File: src/rtl/chain_walk_pkg.sv
package chain_walk_pkg;
  localparam int HDR_CNT_W = 8;
  localparam int NEXT_W    = 24;
  localparam int END_BIT   = 23;

  typedef enum logic [2:0] {
    ST_IDLE, ST_HDR, ST_DEC, ST_PAY, ST_ADV, ST_HALT
  } walkState_e;

  // strobes from control to datapath
  typedef struct packed {
    logic loadBase;
    logic clrUsed;
    logic hdrRead;
    logic latchHdr;
    logic payRead;
    logic commitNext;
    logic loadHalt;
    logic decHalt;
  } walkCmd_t;

  // status from datapath to control
  typedef struct packed {
    logic hdrEmpty;
    logic selfLoop;
    logic endMark;
    logic payLast;
    logic budgetHit;
    logic haltZero;
  } walkStat_t;
endpackage

File: src/rtl/chain_walk_dp.sv
module chain_walk_dp
  import chain_walk_pkg::*;
#(
  parameter int ADDR_W = 21,
  parameter int BUD_W  = 16,
  parameter int HALT_W = 16
) (
  input  logic              clk,
  input  logic              rstN,
  input  walkCmd_t          cmd,
  input  logic [ADDR_W-1:0] baseAddr,
  input  logic [BUD_W-1:0]  sliceBudget,
  input  logic [HALT_W-1:0] haltLen,
  input  logic [31:0]       memRdData,
  output walkStat_t         stat,
  output logic [ADDR_W-1:0] memRdAddr,
  output logic              devWrValid,
  output logic [31:0]       devWrData,
  output logic [ADDR_W-1:0] curAddr
);
  localparam logic [ADDR_W-1:0] WORD_STEP = ADDR_W'(4);

  logic [ADDR_W-1:0]    payAddr;
  logic [NEXT_W-1:0]    nextRaw;
  logic [HDR_CNT_W-1:0] remaining;
  logic [BUD_W-1:0]     used;
  logic [HALT_W-1:0]    haltCnt;
  logic                 beatValid;

  function automatic logic [ADDR_W-1:0] maskNext(input logic [NEXT_W-1:0] a);
    logic [ADDR_W-1:0] r;
    r = a[ADDR_W-1:0];
    r[1:0] = 2'b00;
    return r;
  endfunction

  always_ff @(posedge clk) begin
    if (!rstN) begin
      curAddr   <= '0;
      payAddr   <= '0;
      nextRaw   <= '0;
      remaining <= '0;
      used      <= '0;
      haltCnt   <= '0;
      beatValid <= 1'b0;
    end else begin
      beatValid <= cmd.payRead;
      if (cmd.loadBase)
        curAddr <= {baseAddr[ADDR_W-1:2], 2'b00};
      else if (cmd.commitNext)
        curAddr <= maskNext(nextRaw);
      if (cmd.latchHdr) begin
        nextRaw   <= memRdData[NEXT_W-1:0];
        remaining <= memRdData[31:32-HDR_CNT_W];
        payAddr   <= curAddr + WORD_STEP;
      end else if (cmd.payRead) begin
        payAddr   <= payAddr + WORD_STEP;
        remaining <= remaining - 1'b1;
      end
      if (cmd.clrUsed)
        used <= '0;
      else if ((cmd.hdrRead || cmd.payRead) && (used != '1))
        used <= used + 1'b1;
      if (cmd.loadHalt)
        haltCnt <= haltLen;
      else if (cmd.decHalt)
        haltCnt <= haltCnt - 1'b1;
    end
  end

  always_comb begin
    stat.hdrEmpty  = (memRdData[31:32-HDR_CNT_W] == '0);
    stat.selfLoop  = (maskNext(memRdData[NEXT_W-1:0]) == curAddr);
    stat.endMark   = nextRaw[END_BIT];
    stat.payLast   = (remaining == HDR_CNT_W'(1));
    stat.budgetHit = (used >= sliceBudget);
    stat.haltZero  = (haltCnt == '0);
  end

  assign memRdAddr  = cmd.hdrRead ? curAddr : payAddr;
  assign devWrValid = beatValid;
  assign devWrData  = memRdData;
endmodule

File: src/rtl/chain_walk_ctrl.sv
module chain_walk_ctrl
  import chain_walk_pkg::*;
(
  input  logic      clk,
  input  logic      rstN,
  input  logic      chanReq,
  input  logic      startKick,
  input  walkStat_t stat,
  output walkCmd_t  cmd,
  output logic      busy,
  output logic      haltActive,
  output logic      doneStrobe
);
  walkState_e state, stateNxt;
  logic armed, armedNxt, doneNxt;

  always_comb begin
    cmd      = '0;
    stateNxt = state;
    armedNxt = armed;
    doneNxt  = 1'b0;
    unique case (state)
      ST_IDLE: begin
        if (startKick) begin
          cmd.loadBase = 1'b1;
          cmd.clrUsed  = 1'b1;
          armedNxt     = 1'b1;
          if (chanReq) stateNxt = ST_HDR;
        end else if (armed && chanReq) begin
          cmd.clrUsed = 1'b1;
          stateNxt    = ST_HDR;
        end
      end
      ST_HDR: begin
        if (!chanReq) stateNxt = ST_IDLE;
        else begin
          cmd.hdrRead = 1'b1;
          stateNxt    = ST_DEC;
        end
      end
      ST_DEC: begin
        cmd.latchHdr = 1'b1;
        if (!stat.hdrEmpty) stateNxt = ST_PAY;
        else if (stat.selfLoop) begin
          cmd.loadHalt = 1'b1;
          stateNxt     = ST_HALT;
        end else stateNxt = ST_ADV;
      end
      ST_PAY: begin
        cmd.payRead = 1'b1;
        if (stat.payLast) stateNxt = ST_ADV;
      end
      ST_ADV: begin
        cmd.commitNext = 1'b1;
        if (stat.endMark) begin
          armedNxt = 1'b0;
          doneNxt  = 1'b1;
          stateNxt = ST_IDLE;
        end else if (stat.budgetHit) begin
          cmd.loadHalt = 1'b1;
          stateNxt     = ST_HALT;
        end else stateNxt = ST_HDR;
      end
      ST_HALT: begin
        if (stat.haltZero) stateNxt = ST_IDLE;
        else cmd.decHalt = 1'b1;
      end
      default: stateNxt = ST_IDLE;
    endcase
  end

  always_ff @(posedge clk) begin
    if (!rstN) begin
      state      <= ST_IDLE;
      armed      <= 1'b0;
      doneStrobe <= 1'b0;
    end else begin
      state      <= stateNxt;
      armed      <= armedNxt;
      doneStrobe <= doneNxt;
    end
  end

  assign busy       = (state != ST_IDLE);
  assign haltActive = (state == ST_HALT);
endmodule

File: src/rtl/chain_dma_walker.sv
module chain_dma_walker
  import chain_walk_pkg::*;
#(
  parameter int ADDR_W = 21,
  parameter int BUD_W  = 16,
  parameter int HALT_W = 16
) (
  input  logic              clk,
  input  logic              rstN,
  input  logic              chanReq,
  input  logic              startKick,
  input  logic [ADDR_W-1:0] baseAddr,
  input  logic [BUD_W-1:0]  sliceBudget,
  input  logic [HALT_W-1:0] haltLen,
  output logic              memRdReq,
  output logic [ADDR_W-1:0] memRdAddr,
  input  logic [31:0]       memRdData,
  output logic              devWrValid,
  output logic [31:0]       devWrData,
  output logic              busy,
  output logic              haltActive,
  output logic              doneStrobe,
  output logic [ADDR_W-1:0] resumeAddr
);
  walkCmd_t  cmd;
  walkStat_t stat;

  chain_walk_ctrl u_ctrl (
    .clk(clk), .rstN(rstN), .chanReq(chanReq), .startKick(startKick),
    .stat(stat), .cmd(cmd), .busy(busy), .haltActive(haltActive),
    .doneStrobe(doneStrobe)
  );

  chain_walk_dp #(.ADDR_W(ADDR_W), .BUD_W(BUD_W), .HALT_W(HALT_W)) u_dp (
    .clk(clk), .rstN(rstN), .cmd(cmd), .baseAddr(baseAddr),
    .sliceBudget(sliceBudget), .haltLen(haltLen), .memRdData(memRdData),
    .stat(stat), .memRdAddr(memRdAddr), .devWrValid(devWrValid),
    .devWrData(devWrData), .curAddr(resumeAddr)
  );

  assign memRdReq = cmd.hdrRead | cmd.payRead;
endmodule

File: config.mk
export PLATFORM = sky130hd
export DESIGN_NAME = chain_dma_walker
export DESIGN_NICKNAME = d
export VERILOG_FILES = /design/src/rtl/chain_walk_pkg.sv /design/src/rtl/chain_walk_dp.sv /design/src/rtl/chain_walk_ctrl.sv /design/src/rtl/chain_dma_walker.sv
export SDC_FILE = /design/constraint.sdc
export NUM_CORES = 1
export LEC_CHECK = 0
export ABC_AREA = 1
export ABC_CLOCK_PERIOD_IN_PS = 4850
export BUFFER_PORTS_ARGS = -buffer_cell sky130_fd_sc_hd__buf_2
export CAP_MARGIN = 20
export CORE_ASPECT_RATIO = 1.25
export CORE_MARGIN = 3
export CORE_UTILIZATION = 35
export CTS_BUF_LIST = sky130_fd_sc_hd__clkbuf_16
export DETAILED_ROUTE_END_ITERATION = 10
export PLACE_DENSITY_LB_ADDON = 0.1
export SYNTH_ARGS = -nofsm -noshare
export SYNTH_HDL_FRONTEND = slang
export SYNTH_SLANG_ARGS = --single-unit
File: constraint.sdc
create_clock -name clk -period 4.85 [get_ports clk]
set_input_delay 0.7275 -clock clk [delete_from_list [all_inputs] [get_ports clk]]
set_output_delay 0.7275 -clock clk [all_outputs]
set_load 0.01 [all_outputs]
==> results.json <==
{
  "run_status": "finished clean",
  "synth_flop_cell": "dfxtp_1",
  "final_common_cell": "nand2_1",
  "ys_top_cells_by_area": "dfxtp_1 28%, nand2_1 18%, inv_1 9.6%",
  "worst_slew_pin_slew_ns": 1.012,
  "synthArstFlopShare_pct": 0,
  "via_count": 7318,
  "cts_root_buf": "clkbuf_16",
  "p_leak_nw": 4.122,
  "combPwrFrac_pct": 30.0,
  "critical_path_required_ns": 5.11,
  "io_pins": 168,
  "nets": 1387,
  "cts_hold_buf": 0,
  "cp_max_fo": 35,
  "power_switching_w": 0.0009413,
  "post_drt_wl_per_cell_um": 13.88,
  "clkSinkCount": 104,
  "whs_ns": 0.4571,
  "drc": 0,
  "die_w_um": 135.5,
  "syn_area_per_cell_um2": 6.193,
  "cts_max_path_buffers": 2,
  "ys_seq_area_share_pct": 28.40,
  "rows": 58,
  "coreArea_um2": 20320,
  "drt_iter0_drc": 305,
  "die_area_um2": 22730,
  "start_util_pct": 36.08,
  "routed_via_density": 4.715,
  "hold_path_class": "register to register",
  "diodes": 0,
  "final-setup-viol-count": 0,
  "track_usage_pct": 19.02,
  "ys_ff_latch": 104,
  "synth_cell_type_count": 42,
  "crit_path_max_incr_delay_ns": 0.48,
  "yosysWarnings": 0,
  "drv_cap": 0,
  "fin_skew_ns": 0.009325,
  "p_int_w": 0.001550,
  "fin_tns_setup_ns": 0,
  "ir_drop_mv": 0.1684,
  "slowest_stage": "nor2_8",
  "arrival_ns": 3.28,
  "fin_crit_sh_pct": 62.20,
  "swShare_pct": 37.78,
  "io_buffers": 153,
  "fin_crit_ns": 3.017,
  "crit_top_cell": "inv_1",
  "cts_resized": 0,
  "hpwl_um": 15880,
  "finalCoreUtilization_pct": 40.78,
  "cts_max_level": 3,
  "startpoint_type": "register",
  "cts-buffers-inserted": 9,
  "clk-insertion-delay-late_ns": 0.36,
  "synthDominantCellAreaShare_pct": 28.40,
  "post_cts_buffers": 0,
  "relSlewSlack_pct": 31.85,
  "crit_type": "register to register",
  "cts.clk_slew.worst_paths_ns": 0.08,
  "netlist_instances": 1184,
  "syn_to_final_growth_pct": 13.02,
  "cts_tree": "done",
  "yosysTopAreaCell": "dfxtp_1",
  "rsz0062_at_grt": "false",
  "startpoint": "u_ctrl.state[2]",
  "seqPwrFrac_pct": 40.5,
  "r2r_start": "u_ctrl.state[2]",
  "cp-end-kind": "register",
  "wl_um": 21540,
  "firstDrtPassIters": 5,
  "grt_max_degree": 77,
  "crit_chain": "inv_2 > nand2_4 > nor2_8 > o21ai_0 > inv_1 > ha_1 > inv_1 > nor2_4 > nand2_1 > o21ai_0 > nand3_1 > nand2_1 > inv_1",
  "antenna_found_initial": 2,
  "final_cell_mix": "353 x nand2_1, 188 x inv_1, 153 x buf_2",
  "slew_viol_final": 0,
  "gp_congestion": 0.8713,
  "hold_violations": 0,
  "grt_remaining_overflow": 0,
  "synthesis.area_um2": 7332,
  "max_freq_ghz": 0.3315,
  "drive_above_1_share_pct": 16.15,
  "p_per_area_nw_per_um2": 300.7,
  "worstHoldStart": "u_dp.nextRaw[8]",
  "postRouteAntennaNets": 0,
  "grt_pass1_vias": 6899,
  "grt_pass1_wl_um": 34860,
  "pwr-share-clk_pct": 29.5,
  "die_h_um": 167.8,
  "synth_edf_count": 0
}
-- synth_stat cells, types with 7 or more instances --
cell / count
nand2_1: 353
xnor2_1: 11
ha_1: 21
inv_1: 187
nor3_1: 10
buf_2: 14
nand4_1: 26
nand3_1: 51
nor2_1: 86
o221ai_1: 14
xor2_1: 27
dfxtp_1: 104
clkbuf_1: 21
o21ai_0: 73
buf_4: 36
a21oi_1: 87
o211ai_1: 7
-- routing by layer --
metal | track usage (%) | part of all wire, % | vias up
li1 | - | - | 3876
met1 | 23.35 | 44 | 3269
met2 | 33.75 | 49 | 139
met3 | 2.779 | 4.0 | 30
met4 | 6.576 | 2.9 | 4
met5 | 0 | 0.074 | -
-- worst paths after layout --
check                                        end  slack (ns)  cells after the start
worst max-delay path            u_dp.payAddr[16]        1.83                     13
worst min-delay path             u_dp.nextRaw[8]        0.46                      2
worst max register to register  u_dp.payAddr[16]        1.83                     13
worst min register to register   u_dp.nextRaw[8]        0.46                      2
-- critical path, delay by kind of cell, from the launching register on --
| kind | cells | cell delay, ns |
|---|---|---|
| AND/OR/NAND/NOR | 6 | 1.21 |
| buffers and inverters | 4 | 0.56 |
| flip-flops | 1 | 0.39 |
| AO/OA/AOI/OAI | 2 | 0.44 |
| adder cells (fa/ha/maj) | 1 | 0.30 |
-- power groups by stage --
| stage | logic [W] | registers, W | clock network [W] |
|---|---|---|---|
| 6_report | 0.000748 | 0.00101 | 0.000734 |
| 5_1_grt | 0.000865 | 0.00102 | 0.000786 |
| 4_1_cts | 0.000764 | 0.00101 | 0.000757 |
| 3_5_place_dp | 0.000761 | 0.00103 | 0 |
| 3_3_place_gp | 0.000757 | 0.00103 | 0 |
| 2_1_floorplan | 0.000549 | 0.00101 | 0 |
-- registers in the layout, indices dropped and copies added, names as in the netlist --
name and cells:
u_dp.nextRaw 20, u_dp.curAddr 19, u_dp.payAddr 19, u_dp.haltCnt 16
u_dp.used 16, u_dp.remaining 8, u_ctrl.state 3, u_ctrl.armed 1
u_ctrl.doneStrobe 1, u_dp.devWrValid 1
-- cell type report --
type / count / area [um2]
Clock buffer: 9 / 225.2
Tap cell: 270 / 337.8
Inverter: 194 / 730.7
Fill cell: 2294 / 12030
Clock inverter: 7 / 56.30
Sequential cell: 104 / 2082
Multi-Input combinational cell: 808 / 4036
Timing Repair Buffer: 160 / 818.3
-- kinds of logic after synthesis --
family,count (synthesis),share of synthesized area [%]
adder cells (fa/ha/maj),21,3.584
other,1,0.05115
XOR/XNOR,38,4.539
AO/OA/AOI/OAI,190,14.22
buffers and inverters,275,16.71
flip-flops,104,28.40
AND/OR/NAND/NOR,555,32.51
-- stage by stage --
step	area [um2]	setup WS (ns)	instances	power, W
floorplan	7343	2.551	1187	0.001562
global placement	8005	1.829	1536	0.001786
detailed placement	8005	1.800	1536	0.001792
CTS	8287	1.781	1552	0.002531
global route	8287	1.491	1552	0.002672
finish	8287	1.833	1552	0.002492
Power figures use the tool's default switching activity.
